File: config.mk
export PLATFORM = sky130hd
export DESIGN_NAME = pwm_trap_guard
export DESIGN_NICKNAME = d
export VERILOG_FILES = /design/src/rtl/pwm_trap_pkg.sv /design/src/rtl/trap_pin_sync.sv /design/src/rtl/trap_state_ctrl.sv /design/src/rtl/trap_out_gate.sv /design/src/rtl/pwm_trap_guard.sv
export SDC_FILE = /design/constraint.sdc
export NUM_CORES = 1
export LEC_CHECK = 0
export ABC_AREA = 0
export BUFFER_PORTS_ARGS = -buffer_cell sky130_fd_sc_hd__buf_2
export CAP_MARGIN = 20
export CORE_AREA = 5 5 42 44
export DETAILED_ROUTE_END_ITERATION = 6
export DIE_AREA = 0 0 47 49
export GPL_TIMING_DRIVEN = 1
export HOLD_SLACK_MARGIN = 0.08
export SYNTH_ARGS = -nofsm -noshare
export SYNTH_HDL_FRONTEND = slang
export SYNTH_SLANG_ARGS = --single-unit
export TNS_END_PERCENT = 10
File: constraint.sdc
create_clock -name clk -period 3.4 [get_ports clk]
set_input_delay 0.85 -clock clk [delete_from_list [all_inputs] [get_ports clk]]
set_output_delay 0.85 -clock clk [all_outputs]
set_load 0.01 [all_outputs]
File: src/rtl/pwm_trap_pkg.sv
package pwm_trap_pkg;
  typedef enum logic [1:0] {
    EXIT_FREE     = 2'b00,
    EXIT_TMR_A    = 2'b01,
    EXIT_TMR_B    = 2'b10,
    EXIT_FREE_ALT = 2'b11
  } exit_sync_e;
endpackage

File: src/rtl/trap_pin_sync.sv
module trap_pin_sync #(
  parameter int STAGES = 2
) (
  input  logic clk,
  input  logic rst_n,
  input  logic pin_n_i,
  output logic pin_n_sync_o
);
  logic [STAGES-1:0] shift_q;

  // Reset to the inactive (high) level so that no trip is seen out of reset.
  always_ff @(posedge clk or negedge rst_n) begin
    if (!rst_n) shift_q <= '1;
    else        shift_q <= {shift_q[STAGES-2:0], pin_n_i};
  end

  assign pin_n_sync_o = shift_q[STAGES-1];
endmodule

File: src/rtl/trap_state_ctrl.sv
module trap_state_ctrl
  import pwm_trap_pkg::*;
(
  input  logic       clk,
  input  logic       rst_n,
  input  logic       trip_i,
  input  exit_sync_e exit_mode_i,
  input  logic       need_clear_i,
  input  logic       tmr_a_i,
  input  logic       tmr_b_i,
  input  logic       flag_clr_i,
  output logic       flag_o,
  output logic       state_o
);
  logic flag_q, state_q;
  logic boundary_ok, release_ok, leave;

  always_comb begin
    unique case (exit_mode_i)
      EXIT_TMR_A: boundary_ok = tmr_a_i;
      EXIT_TMR_B: boundary_ok = tmr_b_i;
      default:    boundary_ok = 1'b1;
    endcase
  end

  // The flag can only be clear once the pin is inactive (a set wins over a clear).
  assign release_ok = !need_clear_i || !flag_q;
  assign leave      = release_ok && boundary_ok;

  always_ff @(posedge clk or negedge rst_n) begin
    if (!rst_n) begin
      flag_q  <= 1'b0;
      state_q <= 1'b0;
    end else begin
      flag_q <= trip_i || (flag_q && !flag_clr_i);
      if (trip_i)     state_q <= 1'b1;
      else if (leave) state_q <= 1'b0;
    end
  end

  assign flag_o  = flag_q;
  assign state_o = state_q;
endmodule

File: src/rtl/trap_out_gate.sv
module trap_out_gate #(
  parameter int WIDTH = 6
) (
  input  logic             force_i,
  input  logic [WIDTH-1:0] raw_i,
  input  logic [WIDTH-1:0] en_i,
  input  logic [WIDTH-1:0] lvl_i,
  output logic [WIDTH-1:0] out_o
);
  for (genvar g = 0; g < WIDTH; g++) begin : g_bit
    assign out_o[g] = (force_i && en_i[g]) ? lvl_i[g] : raw_i[g];
  end
endmodule

File: src/rtl/pwm_trap_guard.sv
module pwm_trap_guard
  import pwm_trap_pkg::*;
#(
  parameter int NUM_CH      = 6,
  parameter int SYNC_STAGES = 2
) (
  input  logic              clk,
  input  logic              rst_n,
  input  logic              trap_pin_n_i,
  input  logic              pin_en_i,
  input  logic [1:0]        exit_mode_i,
  input  logic              need_clear_i,
  input  logic              tmr_a_period_i,
  input  logic              tmr_b_period_i,
  input  logic              flag_clr_i,
  input  logic [NUM_CH-1:0] pwm_i,
  input  logic [NUM_CH-1:0] trap_en_i,
  input  logic [NUM_CH-1:0] passive_lvl_i,
  input  logic              aux_pwm_i,
  input  logic              aux_trap_en_i,
  input  logic              aux_passive_i,
  output logic [NUM_CH-1:0] pwm_o,
  output logic              aux_pwm_o,
  output logic              trap_flag_o,
  output logic              trap_state_o
);
  logic pin_n_sync;
  logic trip;
  logic state;

  trap_pin_sync #(.STAGES(SYNC_STAGES)) u_sync (
    .clk          (clk),
    .rst_n        (rst_n),
    .pin_n_i      (trap_pin_n_i),
    .pin_n_sync_o (pin_n_sync)
  );

  assign trip = pin_en_i && !pin_n_sync;

  trap_state_ctrl u_ctrl (
    .clk          (clk),
    .rst_n        (rst_n),
    .trip_i       (trip),
    .exit_mode_i  (exit_sync_e'(exit_mode_i)),
    .need_clear_i (need_clear_i),
    .tmr_a_i      (tmr_a_period_i),
    .tmr_b_i      (tmr_b_period_i),
    .flag_clr_i   (flag_clr_i),
    .flag_o       (trap_flag_o),
    .state_o      (state)
  );

  trap_out_gate #(.WIDTH(NUM_CH)) u_gate_ch (
    .force_i (state),
    .raw_i   (pwm_i),
    .en_i    (trap_en_i),
    .lvl_i   (passive_lvl_i),
    .out_o   (pwm_o)
  );

  trap_out_gate #(.WIDTH(1)) u_gate_aux (
    .force_i (state),
    .raw_i   (aux_pwm_i),
    .en_i    (aux_trap_en_i),
    .lvl_i   (aux_passive_i),
    .out_o   (aux_pwm_o)
  );

  assign trap_state_o = state;
endmodule

# After elaboration in Yosys (flattened, before gate mapping)
# Index checks and enable logic that the tools add are counted.
op_classes:
  eq_ne: 2
  muxes: 10
  reduce_logical: 17
ops:
  columns: ["cell", "n"]
  rows:
  - ["logical AND 1 bit", 10]
  - ["two-way mux 1 bit", 9]
  - ["zero test 1 bit", 4]
  - ["equality test 2 x 1 -> 1 bit (second input constant)", 1]
  - ["equality test 2 bit (second input constant)", 1]
  - ["logical OR 1 bit", 2]
  - ["case mux 1 bit (2 select lines)", 1]
  - ["nonzero test 2 bit", 1]
totals:
  ff_bits: 4
  inputBits: 31
  output_inout_bits: 9

# Longest topological paths before layout
depth:
  depth_word: 5
  depth_mapped: 4
  mapped_depth_nobuf: 4

# Modules after synthesis
# From an unflattened synthesis, not the netlist that was laid out.
unflattened:
  cells_unflattened: 29
  hier_area_um2: 317.8
by_module_without_submodules:
  columns: ["mod", "instances", "cells_per_inst", "area_per_inst_um2"]
  rows:
  - ["trap_state_ctrl", 1, 12, 120.1]
  - ["trap_out_gate (u_gate_ch)", 1, 12, 112.6]
  - ["trap_pin_sync", 1, 2, 52.6]
  - ["trap_out_gate (u_gate_aux)", 1, 2, 18.8]
  - ["pwm_trap_guard", 1, 1, 13.8]

# Worst setup path before layout
# OpenSTA, ideal clock, no wires.
synth_path:
  path_kind: "input to output"
  startpoint: "input port trap_en_i[0]"
  endpoint: "output port pwm_o[0]"
  arrival_ns: 1.221
  t_required_ns: 2.550
  setup_slack_ns: 1.329
  path_stages: 2
  n_path_buf: 0
  path_cell_list: "nand2_1 mux2_4"
synth_via:
  elab_chain_len: 2
synth_lines:
  columns: ["item", "line", "source"]
  rows:
  - ["start, declared", "pwm_trap_guard.sv:17", "input logic [NUM_CH-1:0] trap_en_i,"]
  - ["logical AND 1 bit", "trap_out_gate.sv:11", "assign out_o[g] = (force_i && en_i[g]) ? lvl_i[g] : raw_i[g];"]
  - ["two-way mux 1 bit", "trap_out_gate.sv:11", null]
  - ["end, declared", "pwm_trap_guard.sv:22", "output logic [NUM_CH-1:0] pwm_o,"]
# No other way between the ends.

# Final worst setup path
layout_path:
  startpoint: "input port aux_trap_en_i"
  endpoint: "output port aux_pwm_o"
layout_via:
  elab_chain_len: 2
layout_lines:
  columns: ["item", "line", "source"]
  rows:
  - ["start, declared", "pwm_trap_guard.sv:20", "input logic aux_trap_en_i,"]
  - ["logical AND 1 bit", "trap_out_gate.sv:11", null]
  - ["two-way mux 1 bit", "trap_out_gate.sv:11", null]
  - ["end, declared", "pwm_trap_guard.sv:23", "output logic aux_pwm_o,"]
# No other way between the ends.

==> summary.md <==
| Metric | Value |
|---|---|
| Status | completed |
| CP max-delay cell | mux2_4 |
| Largest stage delay, worst path | 0.30 ns |
| Grt ovf | 0 |
| First-pass GRT wire length | 1500 µm |
| First-pass iteration count of the detailed router | 1 |
| Max Used Layer | met3 |
| Seq/Total Area, Yosys | 32.0% |
| Setup Fix Bufs, Post-CTS | 0 |
| Crit-path cells | buf_2, nand2_1, mux2_4, buf_2 |
| Final antenna-violating net count | 0 |
| Clk_lat worst skew | 0.24 ns |
| Routed WL per cell | 10.5 µm |
| Final min period | 2.31 ns |
| Netlist cell types | 12 |
| Resized cells post-CTS | 0 |
| Worst-path clk slew | 0.04 ns |
| Syn Inst Count | 30 |
| WS Path Type | in2out |
| Peak supply drop | 0.172 mV |
| Syn Area/Cell | 10.7 µm² |
| Via Count | 364 |
| M1 WL | 309 µm |
| Die Wd | 47 µm |
| Buffers on Ports | 39 |
| CP required | 2.55 ns |
| CTS tree | done |
| Total wire length | 924 µm |
| Hold Fails Final Rpt | 0 |
| Met2 wire length | 484 µm |
| GP Congestion | 0.595 |
| Period utilization | 67.8% |
| Die area | 0.00230 mm² |
| DRT iter0 DRCs | 0 |
| Most frequent cells in the layout | buf_2, nand2_1, mux2_4 |
| Core area | 0.00140 mm² |
| Row count | 14 |
| Setup crit end kind | output port |
| DP Area | 524 µm² |
| Number of nets in the layout | 106 |
| Vias in the first global route | 384 |
| Clk root buf | clkbuf_4 |
| FILL cells | 161 |
| DIE HEIGHT | 49 µm |
| Place WS | 1.09 ns |
| Setup TNS | 0 ns |
| Slew margin rel. | 79.4% |
| Skew final | 0.00717 ns |
| Synth Cell Area | 320 µm² |
| Crit path arrival time | 1.46 ns |
| Max Cap Viol | 0 |
| Starting Density | 22.9% |
| Post-route cell area | 551 µm² |
| Tightest Pin Transition | 0.309 ns |
| Ys Warns | 0 |
| Hold-fix buffers, CTS | 0 |
| Detailed-route DRC error count | 0 |
| Met3 wire length | 129 µm |
| Post-layout util | 39.3% |
| Clk sinks | 4 |
| DR vias/cell | 4.14 |
| Fmax achieved | 434 MHz |
| Final setup vio count | 0 |
| Worst hold path type | reg2reg |
| Worst Setup Slack, final | 1.09 ns |
| Leakage Power | 0.333 nW |
| Crit Path Max Fanout | 1 |
| Largest net degree at the start of global routing | 11 |
| Slew Limit Fails | 0 |
| Layout overhead on the synthesized area | 71.9% |
| Top-level port count | 40 |
| Clock Path Buffers | 2 |
| Layout cells sized above 1 | 70.8% |
| Num CTS Buffers | 3 |
| Most common library cell in the layout ignoring fill and taps | buf_2 |
| Ant diodes | 0 |
| Initial antenna violation count | 0 |
| CTS HTree Levels | 1 |
| Total track usage | 8.83% |
| #FFs+latches synth | 4 |
| PD cells | 337 mW/mm² |
| Post-Syn Nets | 63 |
| Cell repeated most along the worst path | buf_2 |
| RSZ-0062 raised after global routing | false |
| CP Launch Type | input port |
-- stage by stage --
stage | cells | power [W] | hold WS (ns)
after floorplan | 30 | 0.0000940 | 0.345
after global placement | 84 | 0.000121 | 0.345
after detailed placement | 84 | 0.000122 | 0.347
after CTS | 88 | 0.000191 | 0.352
after global routing | 88 | 0.000202 | 0.357
final | 88 | 0.000185 | 0.351
-- worst max-delay path, delay by kind of cell --
family	cells	cell delay, ns
mux	1	0.30
buf+inv	2	0.24
simple gates	1	0.07
-- power breakdown --
| part | total [W] | internal [W] | switching [W] | leakage (nW) |
|---|---|---|---|---|
| registers | 0.0000588 | 0.0000528 | 0.00000607 | 0.0452 |
| clock network | 0.0000649 | 0.0000441 | 0.0000208 | 0.0150 |
| logic | 0.0000616 | 0.0000379 | 0.0000237 | 0.273 |
| total | 0.000185 | 0.000135 | 0.0000505 | 0.333 |
-- area by class of cell --
type / instances / area [µm²] / area share, %
clock buffers: 4 / 26.3 / 4.77
inverters: 3 / 11.3 / 2.05
multi-input cells: 22 / 195 / 35.5
flip-flops and latches: 4 / 103 / 18.6
well taps: 16 / 20.0 / 3.64
repair buffers: 39 / 195 / 35.5
-- flip-flops by register name, indices dropped and copies added, names as in the netlist --
| register | flops |
|---|---|
| u_sync.shift_q | 2 |
| u_ctrl.flag_o | 1 |
| u_ctrl.state_o | 1 |
-- per-layer routing --
layer	vias up	GRT usage, %
li1	184	-
met1	157	8.65
met2	23	15.2
met3	0	2.58
met4	0	5.53
met5	-	0
-- path summary, 6_finish.rpt --
kind | startpoint | to | slack [ns] | cells past startpoint
max reg2reg | u_ctrl.state_o$_DFFE_PN0P_ | u_ctrl.state_o$_DFFE_PN0P_ | 2.54 | 2
min in group asynchronous | rst_n | u_ctrl.state_o$_DFFE_PN0P_ | 0.41 | 1
max | aux_trap_en_i | aux_pwm_o | 1.09 | 4
min reg2reg | u_sync.shift_q[0]$_DFF_PN1_ | u_sync.shift_q[1]$_DFF_PN1_ | 0.35 | 0
max in group asynchronous | rst_n | u_sync.shift_q[1]$_DFF_PN1_ | 2.78 | 1
min | u_sync.shift_q[0]$_DFF_PN1_ | u_sync.shift_q[1]$_DFF_PN1_ | 0.35 | 0
-- kinds of logic (layout without fill, tap and decap cells) --
| logic type | count (synthesis) | after routing | synth area share, % |
|---|---|---|---|
| AND/OR/NAND/NOR | 10 | 10 | 13.7 |
| AO/OA/AOI/OAI | 3 | 3 | 6.64 |
| adder cells (fa/ha/maj) | 2 | 2 | 7.81 |
| flip-flops | 4 | 4 | 32.0 |
| multiplexers | 7 | 7 | 32.8 |
| buffers and inverters | 4 | 46 | 7.03 |
-- Yosys cell counts (all sizes together) --
cell type  instances  area [µm²]
nand3              1        5.00
o21ai              1        5.00
buf                1        11.3
inv                3        11.3
nand2b             2        12.5
ha                 2        25.0
nand2              7        26.3
a22o               1        8.76
mux2               7         105
o211ai             1        7.51
dfrtp              2        50.1
dfstp              2        52.6
Note: power is estimated with default switching activity, not from simulation.
